==> config.mk <==
export PLATFORM = sky130hd
export DESIGN_NAME = phase_overcurrent_monitor
export DESIGN_NICKNAME = d
export VERILOG_FILES = /design/src/rtl/ocm_pkg.sv /design/src/rtl/ocm_phase_slice.sv /design/src/rtl/ocm_regs.sv /design/src/rtl/phase_overcurrent_monitor.sv
export SDC_FILE = /design/constraint.sdc
export NUM_CORES = 1
export LEC_CHECK = 0
export BUFFER_PORTS_ARGS = -buffer_cell sky130_fd_sc_hd__buf_2
export CAP_MARGIN = 5
export CORE_MARGIN = 2
export CORE_UTILIZATION = 40
export CTS_CLUSTER_SIZE = 10
export DETAILED_ROUTE_END_ITERATION = 12
export PLACE_DENSITY_LB_ADDON = 0.15
export SLEW_MARGIN = 20
export SYNTH_ARGS = -nofsm -noshare
export SYNTH_HDL_FRONTEND = slang
export SYNTH_SLANG_ARGS = --single-unit
export TNS_END_PERCENT = 30
==> constraint.sdc <==
create_clock -name clk -period 6.84 [get_ports clk]
set_input_delay 0.342 -clock clk [delete_from_list [all_inputs] [get_ports clk]]
set_output_delay 0.342 -clock clk [all_outputs]
set_load 0.02 [all_outputs]
==> src/rtl/ocm_pkg.sv <==
// Shared constants for the overcurrent monitor: register addresses
// and status-word bit positions.
package ocm_pkg;
    localparam int ADDR_W = 3;
    localparam logic [ADDR_W-1:0] A_LIMIT    = 3'd0;
    localparam logic [ADDR_W-1:0] A_MASK     = 3'd1;
    localparam logic [ADDR_W-1:0] A_STATUS   = 3'd2;
    localparam logic [ADDR_W-1:0] A_CAP_BASE = 3'd3;
    localparam int FLAG_BIT = 0;
    localparam int IND_LSB  = 4;
endpackage

==> src/rtl/ocm_phase_slice.sv <==
// One phase of the overcurrent monitor. Compares the phase sample
// against the shared limit, keeps the phase indicator bit and the
// capture register. Assumes in_rms is meaningful only while in_vld.
module ocm_phase_slice #(
    parameter int DW = 24
) (
    input  logic          clk,
    input  logic          rst_n,
    input  logic [DW-1:0] in_rms,
    input  logic          in_vld,
    input  logic          mon_en,
    input  logic [DW-1:0] limit,
    input  logic          ind_clr,
    output logic          trip,
    output logic          ind,
    output logic [DW-1:0] cap
);
    logic take;

    // Strict comparison, gated by valid and the phase enable.
    assign trip = in_vld && mon_en && (in_rms > limit);
    // Load when the phase is fresh, or when the new value is larger.
    assign take = trip && (!ind || (in_rms > cap));

    // Indicator bit: a trip sets it and outranks a clear.
    always_ff @(posedge clk) begin
        if (!rst_n)       ind <= 1'b0;
        else if (trip)    ind <= 1'b1;
        else if (ind_clr) ind <= 1'b0;
    end

    // Capture register holding the value that tripped the phase.
    always_ff @(posedge clk) begin
        if (!rst_n)    cap <= '0;
        else if (take) cap <= in_rms;
    end


    ind_set_chk: assert property (@(posedge clk) disable iff (!rst_n)
        trip |=> ind);

    disabled_hold_chk: assert property (@(posedge clk) disable iff (!rst_n)
        !mon_en |=> $stable(cap));

    cap_load_chk: assert property (@(posedge clk) disable iff (!rst_n)
        (trip && !ind) |=> (cap == $past(in_rms)));

    cap_grow_chk: assert property (@(posedge clk) disable iff (!rst_n)
        ind |=> (cap >= $past(cap)));
endmodule

==> src/rtl/ocm_regs.sv <==
// Register file of the overcurrent monitor. Holds the limit, the
// enable mask and the sticky flag, and builds the read mux. Assumes
// the phase slices supply the indicator bits and capture values.
module ocm_regs
    import ocm_pkg::*;
#(
    parameter int NUM_PH = 3,
    parameter int DW     = 24
) (
    input  logic                 clk,
    input  logic                 rst_n,
    input  logic                 wr,
    input  logic [ADDR_W-1:0]    waddr,
    input  logic [DW-1:0]        wdata,
    input  logic [ADDR_W-1:0]    raddr,
    output logic [DW-1:0]        rdata,
    input  logic                 any_trip,
    input  logic [NUM_PH-1:0]    ind,
    input  logic [NUM_PH*DW-1:0] caps,
    output logic [DW-1:0]        limit,
    output logic [NUM_PH-1:0]    mask,
    output logic                 ind_clr,
    output logic                 flag
);
    // Write-one-to-clear decode for the status flag.
    assign ind_clr = wr && (waddr == A_STATUS) && wdata[FLAG_BIT];

    // Limit register; resets high so nothing can trip.
    always_ff @(posedge clk) begin
        if (!rst_n)                        limit <= '1;
        else if (wr && waddr == A_LIMIT)   limit <= wdata;
    end

    // Per-phase monitoring mask.
    always_ff @(posedge clk) begin
        if (!rst_n)                        mask <= '0;
        else if (wr && waddr == A_MASK)    mask <= wdata[NUM_PH-1:0];
    end

    // Sticky overcurrent flag; a new trip outranks a clear.
    always_ff @(posedge clk) begin
        if (!rst_n)        flag <= 1'b0;
        else if (any_trip) flag <= 1'b1;
        else if (ind_clr)  flag <= 1'b0;
    end

    // Combinational read mux over the register map.
    always_comb begin
        rdata = '0;
        case (raddr)
            A_LIMIT:  rdata = limit;
            A_MASK:   rdata[NUM_PH-1:0] = mask;
            A_STATUS: begin
                rdata[FLAG_BIT]         = flag;
                rdata[IND_LSB +: NUM_PH] = ind;
            end
            default: begin
                for (int p = 0; p < NUM_PH; p++) begin
                    if (raddr == A_CAP_BASE + ADDR_W'(p))
                        rdata = caps[p*DW +: DW];
                end
            end
        endcase
    end


    flag_set_chk: assert property (@(posedge clk) disable iff (!rst_n)
        any_trip |=> flag);

    flag_sticky_chk: assert property (@(posedge clk) disable iff (!rst_n)
        (flag && !ind_clr) |=> flag);

    flag_clr_chk: assert property (@(posedge clk) disable iff (!rst_n)
        (ind_clr && !any_trip) |=> !flag);
endmodule

==> src/rtl/phase_overcurrent_monitor.sv <==
// Top of the per-phase overcurrent monitor. One compare/capture slice
// per phase plus a shared register file. Assumes RMS samples arrive
// already computed, each with a one-cycle valid strobe.
module phase_overcurrent_monitor
    import ocm_pkg::*;
#(
    parameter int NUM_PH = 3,
    parameter int DW     = 24
) (
    input  logic                 clk,
    input  logic                 rst_n,
    input  logic [NUM_PH*DW-1:0] cur_rms,
    input  logic [NUM_PH-1:0]    cur_vld,
    input  logic                 reg_wr,
    input  logic [ADDR_W-1:0]    reg_waddr,
    input  logic [DW-1:0]        reg_wdata,
    input  logic [ADDR_W-1:0]    reg_raddr,
    output logic [DW-1:0]        reg_rdata,
    output logic                 oc_irq
);
    logic [DW-1:0]        limit;
    logic [NUM_PH-1:0]    mask;
    logic [NUM_PH-1:0]    trip;
    logic [NUM_PH-1:0]    ind;
    logic [NUM_PH*DW-1:0] caps;
    logic                 ind_clr;
    logic                 flag;

    ocm_regs #(.NUM_PH(NUM_PH), .DW(DW)) regs_i (
        .clk      (clk),
        .rst_n    (rst_n),
        .wr       (reg_wr),
        .waddr    (reg_waddr),
        .wdata    (reg_wdata),
        .raddr    (reg_raddr),
        .rdata    (reg_rdata),
        .any_trip (|trip),
        .ind      (ind),
        .caps     (caps),
        .limit    (limit),
        .mask     (mask),
        .ind_clr  (ind_clr),
        .flag     (flag)
    );

    for (genvar p = 0; p < NUM_PH; p++) begin : g_phase
        ocm_phase_slice #(.DW(DW)) slice_i (
            .clk     (clk),
            .rst_n   (rst_n),
            .in_rms  (cur_rms[p*DW +: DW]),
            .in_vld  (cur_vld[p]),
            .mon_en  (mask[p]),
            .limit   (limit),
            .ind_clr (ind_clr),
            .trip    (trip[p]),
            .ind     (ind[p]),
            .cap     (caps[p*DW +: DW])
        );
    end

    // Interrupt follows the sticky flag.
    assign oc_irq = flag;


    masked_no_ind_chk: assert property (@(posedge clk) disable iff (!rst_n)
        (!ind[0] && !mask[0]) |=> !ind[0]);
endmodule

==> metrics.csv, run 1 <==
metric,value,unit
cp.arrival,3.52,ns
clock-root-buffer,clkbuf_16,
drive_above_1_share,16.0,%
fmax,309,MHz
rsz0062_at_grt,no,
place_congestion,0.865,
grt_pass1_vias,6991,
htreeDepth,3,
die_y,147,µm
antenna_found_initial,0,
drv_cap,0,
hold_viol,0,
required,7.13,ns
grt_max_degree,104,
finalSetupViolations,0,
rows,52,
antenna_cells,0,
synth_seq_cells,103,
grt_overflow,0,
yosysSeqAreaShare,25.3,%
cts_hold_buffers,0,
hold_class,input port to flop,
synth_edf_count,0,
crit_type,flop to flop,
cts_tree,built,
grt_use_met2,38.1,%
area_growth,13.3,%
p_sw_share,29.6,%
p_comb_share,18.8,%
power,1.36,mW
power_density,147,mW/mm²
core,0.0201,mm²
numCtsBuffers,9,
fin_nets,1342,
hold_path_depth,3,
syn_inst,986,
rr_worst_depth,9,
start_util,40.5,%
critPathCaptureType,flop,
clock_power_share,36.5,%
clkSinkCount,103,
port_buffers,132,
startpoint_type,flop,
grt_use_total,23.0,%
pin_count,133,
yosysWarnings,0,
dr.pass1.iters,4,
clock_latency,0.36,ns
viasPerCell,5.30,
antenna_left,0,
vias,7231,
outcome,finished clean,
slew_headroom,32.7,%
drt_wl_total,24200,µm
finClkSkew,0.00808,ns
fillCellCount,2075,
busiest_layer,met2,
cellInternalPower,0.955,mW
dpl.hpwl,19200,µm
worst_slew_pin_slew,1.01,ns
cts_setup_buffers,0,
groute.layer.met3.usage,3.70,%
multi_input_area,0.00550,mm²
fin_crit,3.24,ns
leakagePower,3.95,nW
crit_fanout,13,
clkTransAtPathRegs,0.07,ns
synth_area_per_cell,8.26,µm²
syn-num-nets,1238,
regArea,0.00206,mm²
synthArstFlopShare,0,%
cts_max_path_buffers,2,
drc,0,
ir_drop,113,µV
synthFlopType,dfxtp_1,
ctsResizeCount,0,
dieArea,0.0215,mm²
synth_cell_type_count,44,
finalMaxSlewViolations,0,
seqPwrFrac,44.8,%
setup_tns,0,ns
power.switching,0.403,mW
finalCritPeriodShare,47.3,%
grt_use_met1,30.9,%
die_w,147,µm
drtIter0Drc,319,
grt_pass1_wl,38600,µm
wl_per_cell,17.7,µm
synth_area,0.00815,mm²
kinds of logic after synthesis:
logic type | Yosys count | share of synthesized area (%)
fa+ha+maj | 144 | 22.1
mux | 95 | 11.7
buf+inv | 142 | 7.28
simple gates | 308 | 17.6
flops | 103 | 25.3
compound gates | 194 | 16.1
synthesized netlist by cell type, types with 4 or more instances:
library cell  instances  share of area (%)
inv_1                97                4.5
nor4_2                6               0.92
nor2b_1               6               0.46
o211ai_1             32                2.9
o21ai_0              13               0.80
a221oi_1              9               0.97
dfxtp_1             103                 25
nand2_1             211                9.7
nand4_1              26                2.0
nand4_2               4               0.61
a221o_1               6               0.74
ha_1                144                 22
mux2i_1              94                 12
buf_8                 4               0.74
clkbuf_1             36                1.7
a21oi_1              55                3.4
nor2_1               19               0.88
o22ai_1              25                1.9
a22oi_1              18                1.7
a211oi_1              6               0.55
a21o_1               14                1.3
and2_0                5               0.38
nand3_1              15               0.92
registers in the layout, indices dropped and copies added (netlist names):
name / cells
regs_i.mask: 3
g_phase.slice_i.cap: 72
g_phase.slice_i.ind: 3
regs_i.limit: 24
regs_i.flag: 1
worst paths after layout:
kind                                                  from                         end  slack, ns
worst max-delay path            g_phase[1].slice_i.cap[23]  g_phase[1].slice_i.cap[18]       3.60
worst min-delay path                         reg_wdata[16]            regs_i.limit[16]       0.20
worst max register to register  g_phase[1].slice_i.cap[23]  g_phase[1].slice_i.cap[18]       3.60
worst min register to register   g_phase[1].slice_i.cap[1]   g_phase[1].slice_i.cap[1]       0.46
power by group through the flow:
stage | logic, mW | registers [mW] | clock network, mW
global placement | 0.250 | 0.622 | 0
detailed placement | 0.252 | 0.622 | 0
finish | 0.255 | 0.608 | 0.495
CTS | 0.255 | 0.608 | 0.509
global route | 0.288 | 0.608 | 0.528
floorplan | 0.155 | 0.621 | 0
per-layer routing:
layer	part of all wire, %	wire, µm
met1	47	11400
met2	46	11100
met3	4.4	1060
met4	2.4	587
met5	0	0
final cells by class:
| type | instances | share of cell area [%] |
|---|---|---|
| inverter | 98 | 3.98 |
| multi-input combinational | 741 | 59.6 |
| timing repair buffer | 137 | 7.59 |
| clock buffer | 11 | 2.63 |
| tap | 270 | 3.66 |
| clock inverter | 4 | 0.244 |
| sequential | 103 | 22.3 |
cell usage in the layout, fill, tap and decap left out, types with 2 or more instances in the layout:
cell / n
nand3_1: 15
a21oi_2: 3
o211a_1: 3
o21ai_2: 3
nor4_2: 6
buf_4: 6
a221oi_1: 9
and2_0: 5
a221o_1: 6
nand3b_1: 3
dfxtp_1: 103
nand2_1: 211
o311a_1: 3
buf_2: 131
nand4_2: 4
o211ai_1: 32
ha_1: 144
a22oi_1: 18
nand2b_1: 2
a21o_1: 14
clkinv_2: 3
a21oi_1: 55
nor3_4: 3
nor2_1: 18
nor2b_1: 6
o22ai_1: 25
nor4_1: 3
nand4_1: 26
mux2i_1: 94
a211oi_1: 6
inv_1: 97
clkbuf_16: 9
o21ai_0: 13
through the flow:
stage	cells	area [µm²]	setup slack [ns]	hold WS [ns]	util, %
2_1_floorplan	986	8150	4.53	0.435	-
6_report	1364	9230	3.60	0.204	45.9
5_1_grt	1364	9230	3.32	0.203	45.9
4_1_cts	1364	9230	3.63	0.193	45.9
3_5_place_dp	1349	8970	3.57	0.450	44.6
3_3_place_gp	1349	8970	3.62	0.445	44.6
critical path: stages (launching register included):
cell and delay, ns:
dfxtp_1 0.36, inv_1 0.05, ha_1 0.32, nand4_1 0.18, nor4_2 0.48, nand4_1 0.20
o211a_1 0.29, nor3_4 0.67, buf_4 0.39, mux2i_1 0.21
Power figures use the tool's default switching activity.
==> run 2: changes to the inputs <==
clock period = 2.8 ns   (was 6.84 ns; I/O delays follow)
==> run 2 against run 1 <==
Net effect:
- clock skew up 0.0024 ns
- sequential power up 140%
- power grew to 2.6 times the previous value
- clock-buffer cell count is 1 lower
- combinational power rose to 2.5 times the previous value
- final cell count grew 1.4%
==> metrics.csv, run 2 (same netlist as run 1, synthesis figures left out) <==
metric,value,unit
outcome,finished clean,
layoutNonFillerInstCount,1383,
cts_max_path_buffers,2,
hold_viol,0,
busiest_layer,met2,
dpl.hpwl,19900,µm
dieArea,0.0215,mm²
cp.arrival,2.91,ns
min_delay_worst_endpoint,regs_i.limit[5],
drive_above_1_share,17.2,%
drt_wl_total,25000,µm
slowest_delay,0.35,ns
cp_cell_sequence,inv_1 > ha_1 > nand4_2 > nor4_4 > nand4_1 > a21oi_2 > o21ai_2 > nor3_4 > buf_12 > mux2i_1,
dr.pass1.iters,5,
fin_crit,2.63,ns
start_util,40.5,%
multi_input_area,0.00551,mm²
largest_registers,"g_phase.slice_i.cap x72, regs_i.limit x24",
regArea,0.00206,mm²
grt_max_degree,73,
grt_pass1_wl,39100,µm
fin_nets,1360,
rows,52,
critPathCaptureType,flop,
power_density,372,mW/mm²
clkSinkCount,103,
worst_slew_pin_slew,0.617,ns
drv_cap,0,
reg2reg_to,g_phase[1].slice_i.cap[21],
groute.layer.met3.usage,3.73,%
grt_use_met2,40.1,%
port_buffers,132,
required,3.08,ns
finalSetupViolations,0,
antenna_left,0,
hold_path_depth,3,
path_delay_family,simple AND/OR/NAND/NOR gates,
critPathBufInv,2,
core,0.0201,mm²
fillCellCount,2038,
finalMaxSlewViolations,0,
top_register,g_phase.slice_i.cap,
finClkSkew,0.0105,ns
final_cell_mix,"nand2_1, ha_1, buf_2",
largest_register_ffs,72,
viasPerCell,5.29,
pin_count,133,
vias,7321,
antenna_found_initial,0,
cp_slowest_cell,nor4_4,
numCtsBuffers,9,
slew_headroom,58.8,%
crit_type,flop to flop,
fmax,381,MHz
antenna_cells,0,
min-delay-start,reg_wdata[5],
dp_cells,1364,
grt_use_met1,30.7,%
wl_per_cell,18.1,µm
hold_class,input port to flop,
clock-root-buffer,clkbuf_16,
leakagePower,4.08,nW
drtIter0Drc,321,
die_y,147,µm
grt_pass1_vias,7121,
r2r_slack,0.17,ns
cts_tree,built,
setup_tns,0,ns
grt_overflow,0,
finalCritPeriodShare,93.8,%
clkTransAtPathRegs,0.08,ns
rr_worst_depth,10,
worst_slack,0.174,ns
place_congestion,0.881,
area_growth,16.4,%
grt_use_total,23.5,%
die_w,147,µm
clock_latency,0.36,ns
fin_util,47.2,%
htreeDepth,3,
rsz0062_at_grt,no,
ir_drop,335,µV
r2r_start,regs_i.limit[23],
crit_fanout,12,
drc,0,
startpoint_type,flop,
final_common_cell,nand2_1,
whs,0.00422,ns
place_ws,0.153,ns
[run 2: changes by cell type in the layout (fill, tap and decap cells not counted), sizes merged]
cell         change
buf             +15
clkinv           -1
clkinvlp         +1
bufinv           +2
dlygate4sd3      +2
[run 2: final cells by class]
| cell class | instances | share of cell area (%) |
|---|---|---|
| repair buffers | 155 | 9.48 |
| clock inverters | 6 | 0.897 |
| flip-flops and latches | 103 | 21.7 |
| multi-input cells | 741 | 58.0 |
| inverters | 98 | 3.88 |
| well taps | 270 | 3.56 |
| clock buffers | 10 | 2.41 |
[run 2: power breakdown]
| part | switching, mW | internal [mW] | total [mW] | leakage, nW |
|---|---|---|---|---|
| Clock | 0.617 | 0.783 | 1.40 | 0.148 |
| Combinational | 0.394 | 0.248 | 0.642 | 3.10 |
| Sequential | 0.00751 | 1.48 | 1.48 | 0.832 |
| Total | 1.02 | 2.51 | 3.53 | 4.08 |
[run 2: worst register-to-register path: stages (launching register included)]
cell and delay [ns]:
dfxtp_1 0.33, inv_1 0.11, ha_1 0.34, nand4_2 0.17, nor4_4 0.36, nand4_1 0.24, a21oi_2 0.21, o21ai_2 0.14
nor3_4 0.24, buf_12 0.21, mux2i_1 0.22
[run 2: worst max path at each step]
stage	to	from	cells past startpoint
3_5_place_dp	g_phase[1].slice_i.cap[21]	regs_i.limit[23]	10
5_1_grt	g_phase[1].slice_i.cap[21]	g_phase[1].slice_i.cap[22]	9
6_report	g_phase[1].slice_i.cap[21]	regs_i.limit[23]	10
4_1_cts	g_phase[1].slice_i.cap[21]	regs_i.limit[23]	10
2_1_floorplan	g_phase[0].slice_i.cap[10]	regs_i.limit[22]	10
3_3_place_gp	g_phase[1].slice_i.cap[20]	regs_i.limit[23]	10
[run 2: per-layer routing]
layer	up-vias	wire (µm)
li1	3760	-
met1	3348	11600
met2	187	11700
met3	26	1070
met4	0	533
met5	-	0
[run 2: repair_timing]
item / 4_1_cts / 5_1_grt
buffers inserted: 0 / 0
resized for setup: 0 / 2
setup endpoints to repair: 0 / 29
hold buffers: 2 / 0
hold endpoints to repair: 2 / 0
[run 2: metrics by stage]
stage | cell area [µm²] | total power [mW]
floorplan | 8150 | 1.90
CTS | 9450 | 3.55
global route | 9490 | 3.68
finish | 9490 | 3.53
global placement | 9120 | 2.15
detailed placement | 9120 | 2.15
